==> src/rtl/linefill_pkg.sv <==
package linefill_pkg;

  typedef enum logic {
    ILV_LOW  = 1'b0,
    ILV_HIGH = 1'b1
  } ilv_mode_e;

endpackage

==> src/rtl/lf_addr_map.sv <==
module lf_addr_map
  import linefill_pkg::*;
#(
  parameter int        WORD_W   = 30,
  parameter int        BANK_W   = 2,
  parameter ilv_mode_e ILV_MODE = ILV_LOW,
  localparam int       LOCAL_W  = WORD_W - BANK_W
) (
  input  logic [WORD_W-1:0]  word_addr,
  output logic [BANK_W-1:0]  bank,
  output logic [LOCAL_W-1:0] local_idx
);

  generate
    if (ILV_MODE == ILV_LOW) begin : g_low
      assign bank      = word_addr[BANK_W-1:0];
      assign local_idx = word_addr[WORD_W-1:BANK_W];
    end else begin : g_high
      assign bank      = word_addr[WORD_W-1:LOCAL_W];
      assign local_idx = word_addr[LOCAL_W-1:0];
    end
  endgenerate

endmodule

==> src/rtl/lf_bank_timer.sv <==
module lf_bank_timer #(
  parameter int  LAT = 4,
  localparam int CW  = $clog2(LAT + 1)
) (
  input  logic clk,
  input  logic rst,
  input  logic issue_i,
  output logic ready_o
);

  logic [CW-1:0] cnt_q;

  always_ff @(posedge clk) begin
    if (rst) begin
      cnt_q <= '0;
    end else if (issue_i) begin
      cnt_q <= CW'(LAT - 1);
    end else if (cnt_q != '0) begin
      cnt_q <= cnt_q - 1'b1;
    end
  end

  assign ready_o = (cnt_q == '0);

  generate
    if (LAT > 1) begin : g_gap_chk
      p_bank_gap_r8: assert property (@(posedge clk) disable iff (rst)
        issue_i |=> !issue_i);
    end
  endgenerate

endmodule

==> src/rtl/lf_resp_collect.sv <==
module lf_resp_collect #(
  parameter int NB     = 4,
  parameter int DATA_W = 32,
  parameter int IDX_W  = 5
) (
  input  logic                 clk,
  input  logic                 rst,
  input  logic                 clear_i,
  input  logic [NB-1:0]        rsp_valid_i,
  input  logic [NB*DATA_W-1:0] rsp_data_i,
  output logic                 out_valid_o,
  output logic [IDX_W-1:0]     out_idx_o,
  output logic [DATA_W-1:0]    out_data_o
);

  logic [DATA_W-1:0] sel_data;
  logic              any_rsp;
  logic [IDX_W-1:0]  next_idx_q;

  always_comb begin
    sel_data = '0;
    for (int b = 0; b < NB; b++) begin
      if (rsp_valid_i[b]) sel_data = rsp_data_i[b*DATA_W +: DATA_W];
    end
  end

  assign any_rsp = |rsp_valid_i;

  always_ff @(posedge clk) begin
    if (rst) begin
      out_valid_o <= 1'b0;
      out_idx_o   <= '0;
      out_data_o  <= '0;
      next_idx_q  <= '0;
    end else begin
      out_valid_o <= any_rsp;
      if (any_rsp) begin
        out_data_o <= sel_data;
        out_idx_o  <= next_idx_q;
        next_idx_q <= next_idx_q + 1'b1;
      end
      if (clear_i) next_idx_q <= '0;
    end
  end

  p_rsp_single_r5: assert property (@(posedge clk) disable iff (rst)
    $onehot0(rsp_valid_i));

endmodule

==> src/rtl/linefill_ctrl.sv <==
module linefill_ctrl
  import linefill_pkg::*;
#(
  parameter int        ADDR_W     = 32,
  parameter int        DATA_W     = 32,
  parameter int        LINE_BYTES = 128,
  parameter int        NUM_BANKS  = 4,
  parameter int        MEM_LAT    = 4,
  parameter ilv_mode_e ILV_MODE   = ILV_LOW,
  localparam int       BYTE_OFF   = $clog2(DATA_W / 8),
  localparam int       WORD_W     = ADDR_W - BYTE_OFF,
  localparam int       LINE_WORDS = LINE_BYTES / (DATA_W / 8),
  localparam int       IDX_W      = $clog2(LINE_WORDS),
  localparam int       BANK_W     = $clog2(NUM_BANKS),
  localparam int       LOCAL_W    = WORD_W - BANK_W
) (
  input  logic                        clk,
  input  logic                        rst,
  input  logic                        req_valid,
  input  logic [ADDR_W-1:0]           req_addr,
  output logic                        busy,
  output logic [NUM_BANKS-1:0]        mem_cmd_valid,
  output logic [LOCAL_W-1:0]          mem_cmd_word,
  input  logic [NUM_BANKS-1:0]        mem_rsp_valid,
  input  logic [NUM_BANKS*DATA_W-1:0] mem_rsp_data,
  output logic                        fill_valid,
  output logic [IDX_W-1:0]            fill_idx,
  output logic [DATA_W-1:0]           fill_data,
  output logic                        fill_done
);

  logic                 busy_q;
  logic [WORD_W-1:0]    base_word_q;
  logic [IDX_W:0]       iss_cnt_q;
  logic [WORD_W-1:0]    cur_word;
  logic [BANK_W-1:0]    cur_bank;
  logic [LOCAL_W-1:0]   cur_local;
  logic [NUM_BANKS-1:0] bank_ready;
  logic [NUM_BANKS-1:0] iss_vec;
  logic                 issue_ok;
  logic                 accept;
  logic                 last_out;

  assign accept   = req_valid && !busy_q;
  assign cur_word = base_word_q + WORD_W'(iss_cnt_q[IDX_W-1:0]);

  lf_addr_map #(
    .WORD_W  (WORD_W),
    .BANK_W  (BANK_W),
    .ILV_MODE(ILV_MODE)
  ) u_map (
    .word_addr(cur_word),
    .bank     (cur_bank),
    .local_idx(cur_local)
  );

  assign issue_ok = busy_q && !iss_cnt_q[IDX_W] && bank_ready[cur_bank];
  assign iss_vec  = issue_ok ? (NUM_BANKS'(1) << cur_bank) : '0;

  generate
    for (genvar b = 0; b < NUM_BANKS; b++) begin : g_bank
      lf_bank_timer #(.LAT(MEM_LAT)) u_timer (
        .clk    (clk),
        .rst    (rst),
        .issue_i(iss_vec[b]),
        .ready_o(bank_ready[b])
      );
    end
  endgenerate

  always_ff @(posedge clk) begin
    if (rst) begin
      busy_q        <= 1'b0;
      base_word_q   <= '0;
      iss_cnt_q     <= '0;
      mem_cmd_valid <= '0;
      mem_cmd_word  <= '0;
      fill_done     <= 1'b0;
    end else begin
      mem_cmd_valid <= iss_vec;
      fill_done     <= last_out;
      if (issue_ok) begin
        mem_cmd_word <= cur_local;
        iss_cnt_q    <= iss_cnt_q + 1'b1;
      end
      if (accept) begin
        busy_q      <= 1'b1;
        iss_cnt_q   <= '0;
        base_word_q <= WORD_W'((req_addr & ~ADDR_W'(LINE_BYTES - 1)) >> BYTE_OFF);
      end else if (last_out) begin
        busy_q <= 1'b0;
      end
    end
  end

  lf_resp_collect #(
    .NB    (NUM_BANKS),
    .DATA_W(DATA_W),
    .IDX_W (IDX_W)
  ) u_collect (
    .clk        (clk),
    .rst        (rst),
    .clear_i    (accept),
    .rsp_valid_i(mem_rsp_valid),
    .rsp_data_i (mem_rsp_data),
    .out_valid_o(fill_valid),
    .out_idx_o  (fill_idx),
    .out_data_o (fill_data)
  );

  assign last_out = fill_valid && (fill_idx == IDX_W'(LINE_WORDS - 1));
  assign busy     = busy_q;

  p_cmd_onehot_r9: assert property (@(posedge clk) disable iff (rst)
    $onehot0(mem_cmd_valid));

  p_accept_r2: assert property (@(posedge clk) disable iff (rst)
    (req_valid && !busy) |=> busy);

  p_done_idle_r10: assert property (@(posedge clk) disable iff (rst)
    fill_done |-> !busy);

  p_out_busy_r10: assert property (@(posedge clk) disable iff (rst)
    fill_valid |-> busy);

  p_done_pulse_r11: assert property (@(posedge clk) disable iff (rst)
    fill_done |=> !fill_done);

endmodule

==> config.mk <==
export PLATFORM = sky130hd
export DESIGN_NAME = linefill_ctrl
export DESIGN_NICKNAME = d
export VERILOG_FILES = /design/src/rtl/linefill_pkg.sv /design/src/rtl/lf_addr_map.sv /design/src/rtl/lf_bank_timer.sv /design/src/rtl/lf_resp_collect.sv /design/src/rtl/linefill_ctrl.sv
export SDC_FILE = /design/constraint.sdc
export NUM_CORES = 1
export LEC_CHECK = 0
export BUFFER_PORTS_ARGS = -buffer_cell sky130_fd_sc_hd__buf_2
export CAP_MARGIN = 40
export CORE_ASPECT_RATIO = 1.2
export CORE_MARGIN = 2
export CORE_UTILIZATION = 30
export DETAILED_ROUTE_END_ITERATION = 10
export SLEW_MARGIN = 20
export SYNTH_ARGS = -nofsm -noshare
export SYNTH_HDL_FRONTEND = slang
export SYNTH_SLANG_ARGS = --single-unit
==> constraint.sdc <==
create_clock -name clk -period 3.2 [get_ports clk]
set_input_delay 0.16 -clock clk [delete_from_list [all_inputs] [get_ports clk]]
set_output_delay 0.16 -clock clk [all_outputs]
set_load 0.1 [all_outputs]
==> tab_implementation.tex <==
\begin{tabular}{lr}
\hline
Metric & Value \\
\hline
\multicolumn{2}{l}{\textbf{CTS}} \\
CTS Buf Count & 17 \\
TritonCTS clock tree & done \\
Post-CTS clock slew at the launch and capture registers of the worst setup and hold paths & 60 ps \\
\# H-tree levels & 4 \\
Insertion delay of the later-clocked pin in the worst-skew pair & 420 ps \\
\# clock sinks & 120 \\
Maximum buffer depth of the clock tree & 2 \\
Clock Tree Root & sky130\_fd\_sc\_hd\_\_clkbuf\_16 \\
\multicolumn{2}{l}{\textbf{Yosys}} \\
FF+latch count, synth & 120 \\
Post-synthesis cell area & 5650 µm² \\
Multiplexer share of the synthesized area & 0.0131 \\
Share of the synthesized area in compound gates (AO/OA/AOI/OAI) & 0.301 \\
Simple-gate share of the synthesized area & 0.139 \\
Synthesized netlist net count & 920 \\
Post-Synth XOR/XNOR Area & 0.0124 \\
Synth Area in Adders & 0.0288 \\
Fraction of the yosys area taken by sequential cells & 0.425 \\
Number of instances in the synthesized netlist & 740 \\
Total number of yosys warnings & 0 \\
Dominant combinational cell family by area after synthesis & compound AO/OA/AOI/OAI gates \\
Mean instance size in the synthesized netlist & 7.64 µm² \\
Distinct cells, synth & 40 \\
\multicolumn{2}{l}{\textbf{Routing}} \\
Routed WL & 17700 µm \\
Count of unresolved DRC violations after routing & 0 \\
Number of DRC violations after detailed-routing iteration 0 & 271 \\
Remaining number of nets flagged by the antenna check after routing & 0 \\
Via count & 5838 \\
Mean number of vias per cell & 4.72 \\
Number of optimization iterations in the first detailed-route pass & 4 \\
Post-DR wirelength/cell & 14.3 µm \\
\multicolumn{2}{l}{\textbf{Power}} \\
Reported leakage power & 3.64 nW \\
PwrDens & 654 nW/µm² \\
Post-layout total power & 5.15 mW \\
Worst IR Drop VDD & 0.000353 V \\
\multicolumn{2}{l}{\textbf{Finish}} \\
Final design utilization & 0.422 \\
Number of standard cells in the layout, taps in and fillers out & 1236 \\
Number of nets in the final layout & 1144 \\
Area grow syn2layout & 39.1\% \\
Share of post-route cells with drive strength above 1 & 0.295 \\
Final Cell Area & 7860 µm² \\
\multicolumn{2}{l}{\textbf{Global route}} \\
Global-route met2 utilization & 0.305 \\
Global routing usage on met3 & 0.0647 \\
Total Routing Usage GR & 0.180 \\
Met1 routing resource usage after global routing & 0.209 \\
Busiest layer in global routing & met2 \\
Largest net degree at the start of global routing & 66 \\
Overflow left after global routing & 0 \\
Number of antenna violations at the first check in global routing & 3 \\
Wire length of the first global-routing pass & 28400 µm \\
Number of global-route vias before repair & 5714 \\
\multicolumn{2}{l}{\textbf{Setup path}} \\
Worst Setup End Kind & flop \\
Required time worst endpoint & 3540 ps \\
Startpoint-to-endpoint class of the critical path & flop to flop \\
Data arrival time of the critical path & 2540 ps \\
Type of origin of the critical path & flop \\
Max Fanout on Critical Path & 36 \\
\multicolumn{2}{l}{\textbf{Min path}} \\
HP Class & primary input to flop \\
\multicolumn{2}{l}{\textbf{Floorplan}} \\
Chip width & 129 µm \\
Vert. Die Dim & 154 µm \\
Total die area & 20000 µm² \\
Standard cell core area & 18600 µm² \\
Top-Level Pins & 239 \\
Effective utilization at floorplan & 0.303 \\
Standard-cell rows & 55 \\
\multicolumn{2}{l}{\textbf{STA}} \\
Crit path time final & 2200 ps \\
Setup slack after layout & 1000 ps \\
Hold slack & 49.2 ps \\
Final total negative setup slack & 0 ps \\
Relative slew margins & 0.549 \\
Final slew viol count & 0 \\
Tcrit/Tclk final & 0.687 \\
Final clock skew & 8.49 ps \\
Final number of setup-violating endpoints & 0 \\
Unrepaired setup endpoints after global routing & false \\
Fmax & 0.455 GHz \\
Fin. Hold Viols & 0 \\
Slew @ Worst Pin & 677 ps \\
\multicolumn{2}{l}{\textbf{Flow run}} \\
Count of max-cap constraint violations & 0 \\
\multicolumn{2}{l}{\textbf{Status}} \\
Status & completed \\
\multicolumn{2}{l}{\textbf{Placed design}} \\
IO Port Bufs & 231 \\
Cells after DPL & 1176 \\
Routability cong. & 0.798 \\
Cell area reported after detailed placement & 6980 µm² \\
Worst slack at placement & 973 ps \\
Placed wire-length estimate & 12200 µm \\
\hline
\end{tabular}
-- Yosys cell counts --
master,number,area share
sky130_fd_sc_hd__nor4_1,2,0.0022
sky130_fd_sc_hd__mux2_2,2,0.0040
sky130_fd_sc_hd__or4_1,1,0.0013
sky130_fd_sc_hd__ha_1,13,0.029
sky130_fd_sc_hd__nand3b_1,1,0.0013
sky130_fd_sc_hd__a222oi_1,1,0.0018
sky130_fd_sc_hd__dfxtp_1,120,0.42
sky130_fd_sc_hd__and4_1,1,0.0015
sky130_fd_sc_hd__a21oi_1,165,0.15
sky130_fd_sc_hd__and2_4,1,0.0015
sky130_fd_sc_hd__buf_4,2,0.0027
sky130_fd_sc_hd__nand2b_1,6,0.0066
sky130_fd_sc_hd__a211oi_1,3,0.0040
sky130_fd_sc_hd__buf_1,8,0.0053
sky130_fd_sc_hd__o21ai_0,61,0.054
sky130_fd_sc_hd__nor2b_1,3,0.0033
sky130_fd_sc_hd__nor2_1,14,0.0093
sky130_fd_sc_hd__nand3_1,4,0.0035
sky130_fd_sc_hd__nand4_1,4,0.0044
sky130_fd_sc_hd__buf_2,7,0.0062
sky130_fd_sc_hd__nand2b_4,1,0.0024
sky130_fd_sc_hd__nor3_1,1,0.00088
sky130_fd_sc_hd__nand2_1,135,0.090
sky130_fd_sc_hd__a31o_1,26,0.040
sky130_fd_sc_hd__mux2_1,1,0.0020
sky130_fd_sc_hd__nor3b_1,1,0.0013
sky130_fd_sc_hd__clkinv_1,1,0.00066
sky130_fd_sc_hd__or3_1,1,0.0011
sky130_fd_sc_hd__buf_6,4,0.0080
sky130_fd_sc_hd__mux2i_1,4,0.0071
sky130_fd_sc_hd__and3_1,7,0.0077
sky130_fd_sc_hd__and2_1,1,0.0011
sky130_fd_sc_hd__xor2_1,3,0.0046
sky130_fd_sc_hd__xnor2_1,5,0.0077
sky130_fd_sc_hd__a31o_2,3,0.0046
sky130_fd_sc_hd__a22oi_1,32,0.042
sky130_fd_sc_hd__inv_1,43,0.029
sky130_fd_sc_hd__o21ai_1,7,0.0062
sky130_fd_sc_hd__o31ai_1,1,0.0013
sky130_fd_sc_hd__clkbuf_1,44,0.029
-- state kept, by name, indices dropped and copies added (netlist names) --
| signal | cells |
|---|---|
| mem_cmd_word | 28 |
| mem_cmd_valid | 4 |
| base_word_q | 25 |
| u_collect.out_valid_o | 1 |
| u_collect.next_idx_q | 5 |
| fill_done | 1 |
| iss_cnt_q | 6 |
| busy | 1 |
| u_collect.out_idx_o | 5 |
| g_bank.u_timer.cnt_q | 12 |
| u_collect.out_data_o | 32 |
-- critical path, cell delays in order, from the launching register on --
cell and delay, ps:
sky130_fd_sc_hd__dfxtp_1 310, sky130_fd_sc_hd__inv_1 80, sky130_fd_sc_hd__ha_1 160, sky130_fd_sc_hd__nand2b_1 120
sky130_fd_sc_hd__a222oi_1 320, sky130_fd_sc_hd__buf_4 430, sky130_fd_sc_hd__and2_4 480, sky130_fd_sc_hd__mux2i_1 220
-- final cells by class --
class	instances	area [µm²]
fillers	1956	10800
multi-input cells	511	2800
inverters	44	165
flip-flops and latches	120	2400
repair buffers	270	1540
well taps	256	320
clock buffers	17	425
clock inverters	15	203
diodes	3	7.51
-- final timing paths --
check	start	to	slack, ps	cells after the start
min reg2reg	iss_cnt_q[5]	iss_cnt_q[5]	450	2
max reg2reg	g_bank[1].u_timer.cnt_q[0]	iss_cnt_q[0]	1000	7
max	g_bank[1].u_timer.cnt_q[0]	iss_cnt_q[0]	1000	7
min	mem_rsp_data[125]	u_collect.out_data_o[29]	50	3
-- kinds of logic (layout without fill, tap and decap cells) --
logic type / after synthesis / after routing
AO/OA/AOI/OAI: 299 / 299
AND/OR/NAND/NOR: 184 / 184
flip-flops: 120 / 120
buffers and inverters: 109 / 346
adder cells (fa/ha/maj): 13 / 13
XOR/XNOR: 8 / 8
multiplexers: 7 / 7
other: 0 / 3
-- power by group --
group / internal (mW) / switching, mW / total, mW
Clock: 1.26 / 0.784 / 2.04
Sequential: 1.64 / 0.0771 / 1.71
Combinational: 0.439 / 0.951 / 1.39
Total: 3.33 / 1.81 / 5.15
-- layer usage --
metal / wire length, µm / vias up / part of all wire
met4: 405 / 0 / 0.023
li1: - / 3012 / -
met2: 8350 / 196 / 0.47
met1: 7580 / 2609 / 0.43
met3: 1390 / 21 / 0.078
met5: 0 / - / 0
-- cells in the final DEF (no fill, tap or decap), types with 2 or more instances in the layout --
cell and instances:
sky130_fd_sc_hd__buf_2 231, sky130_fd_sc_hd__a21oi_1 164, sky130_fd_sc_hd__nand2_1 135, sky130_fd_sc_hd__dfxtp_1 120
sky130_fd_sc_hd__o21ai_0 61, sky130_fd_sc_hd__inv_1 43, sky130_fd_sc_hd__a22oi_1 32, sky130_fd_sc_hd__a31o_1 26
sky130_fd_sc_hd__dlygate4sd3_1 25, sky130_fd_sc_hd__clkbuf_16 17, sky130_fd_sc_hd__nor2_1 14, sky130_fd_sc_hd__ha_1 13
sky130_fd_sc_hd__buf_4 12, sky130_fd_sc_hd__and3_1 7, sky130_fd_sc_hd__o21ai_1 7, sky130_fd_sc_hd__nand2b_1 6
sky130_fd_sc_hd__inv_6 6, sky130_fd_sc_hd__xnor2_1 5, sky130_fd_sc_hd__nand4_1 4, sky130_fd_sc_hd__mux2i_1 4
sky130_fd_sc_hd__nand3_1 4, sky130_fd_sc_hd__diode_2 3, sky130_fd_sc_hd__a31o_2 3, sky130_fd_sc_hd__a211oi_1 3
sky130_fd_sc_hd__xor2_1 3, sky130_fd_sc_hd__clkinv_4 3, sky130_fd_sc_hd__bufinv_16 3, sky130_fd_sc_hd__inv_8 3
sky130_fd_sc_hd__nor2b_1 2, sky130_fd_sc_hd__nor4_1 2, sky130_fd_sc_hd__mux2_2 2, sky130_fd_sc_hd__buf_12 2
-- timing repair --
action	4_1_cts	5_1_grt
buffers inserted	0	0
resized for setup	0	0
endpoints found under the hold margin	25	0
hold buffers	25	0
(Power assumes the default switching activity.)
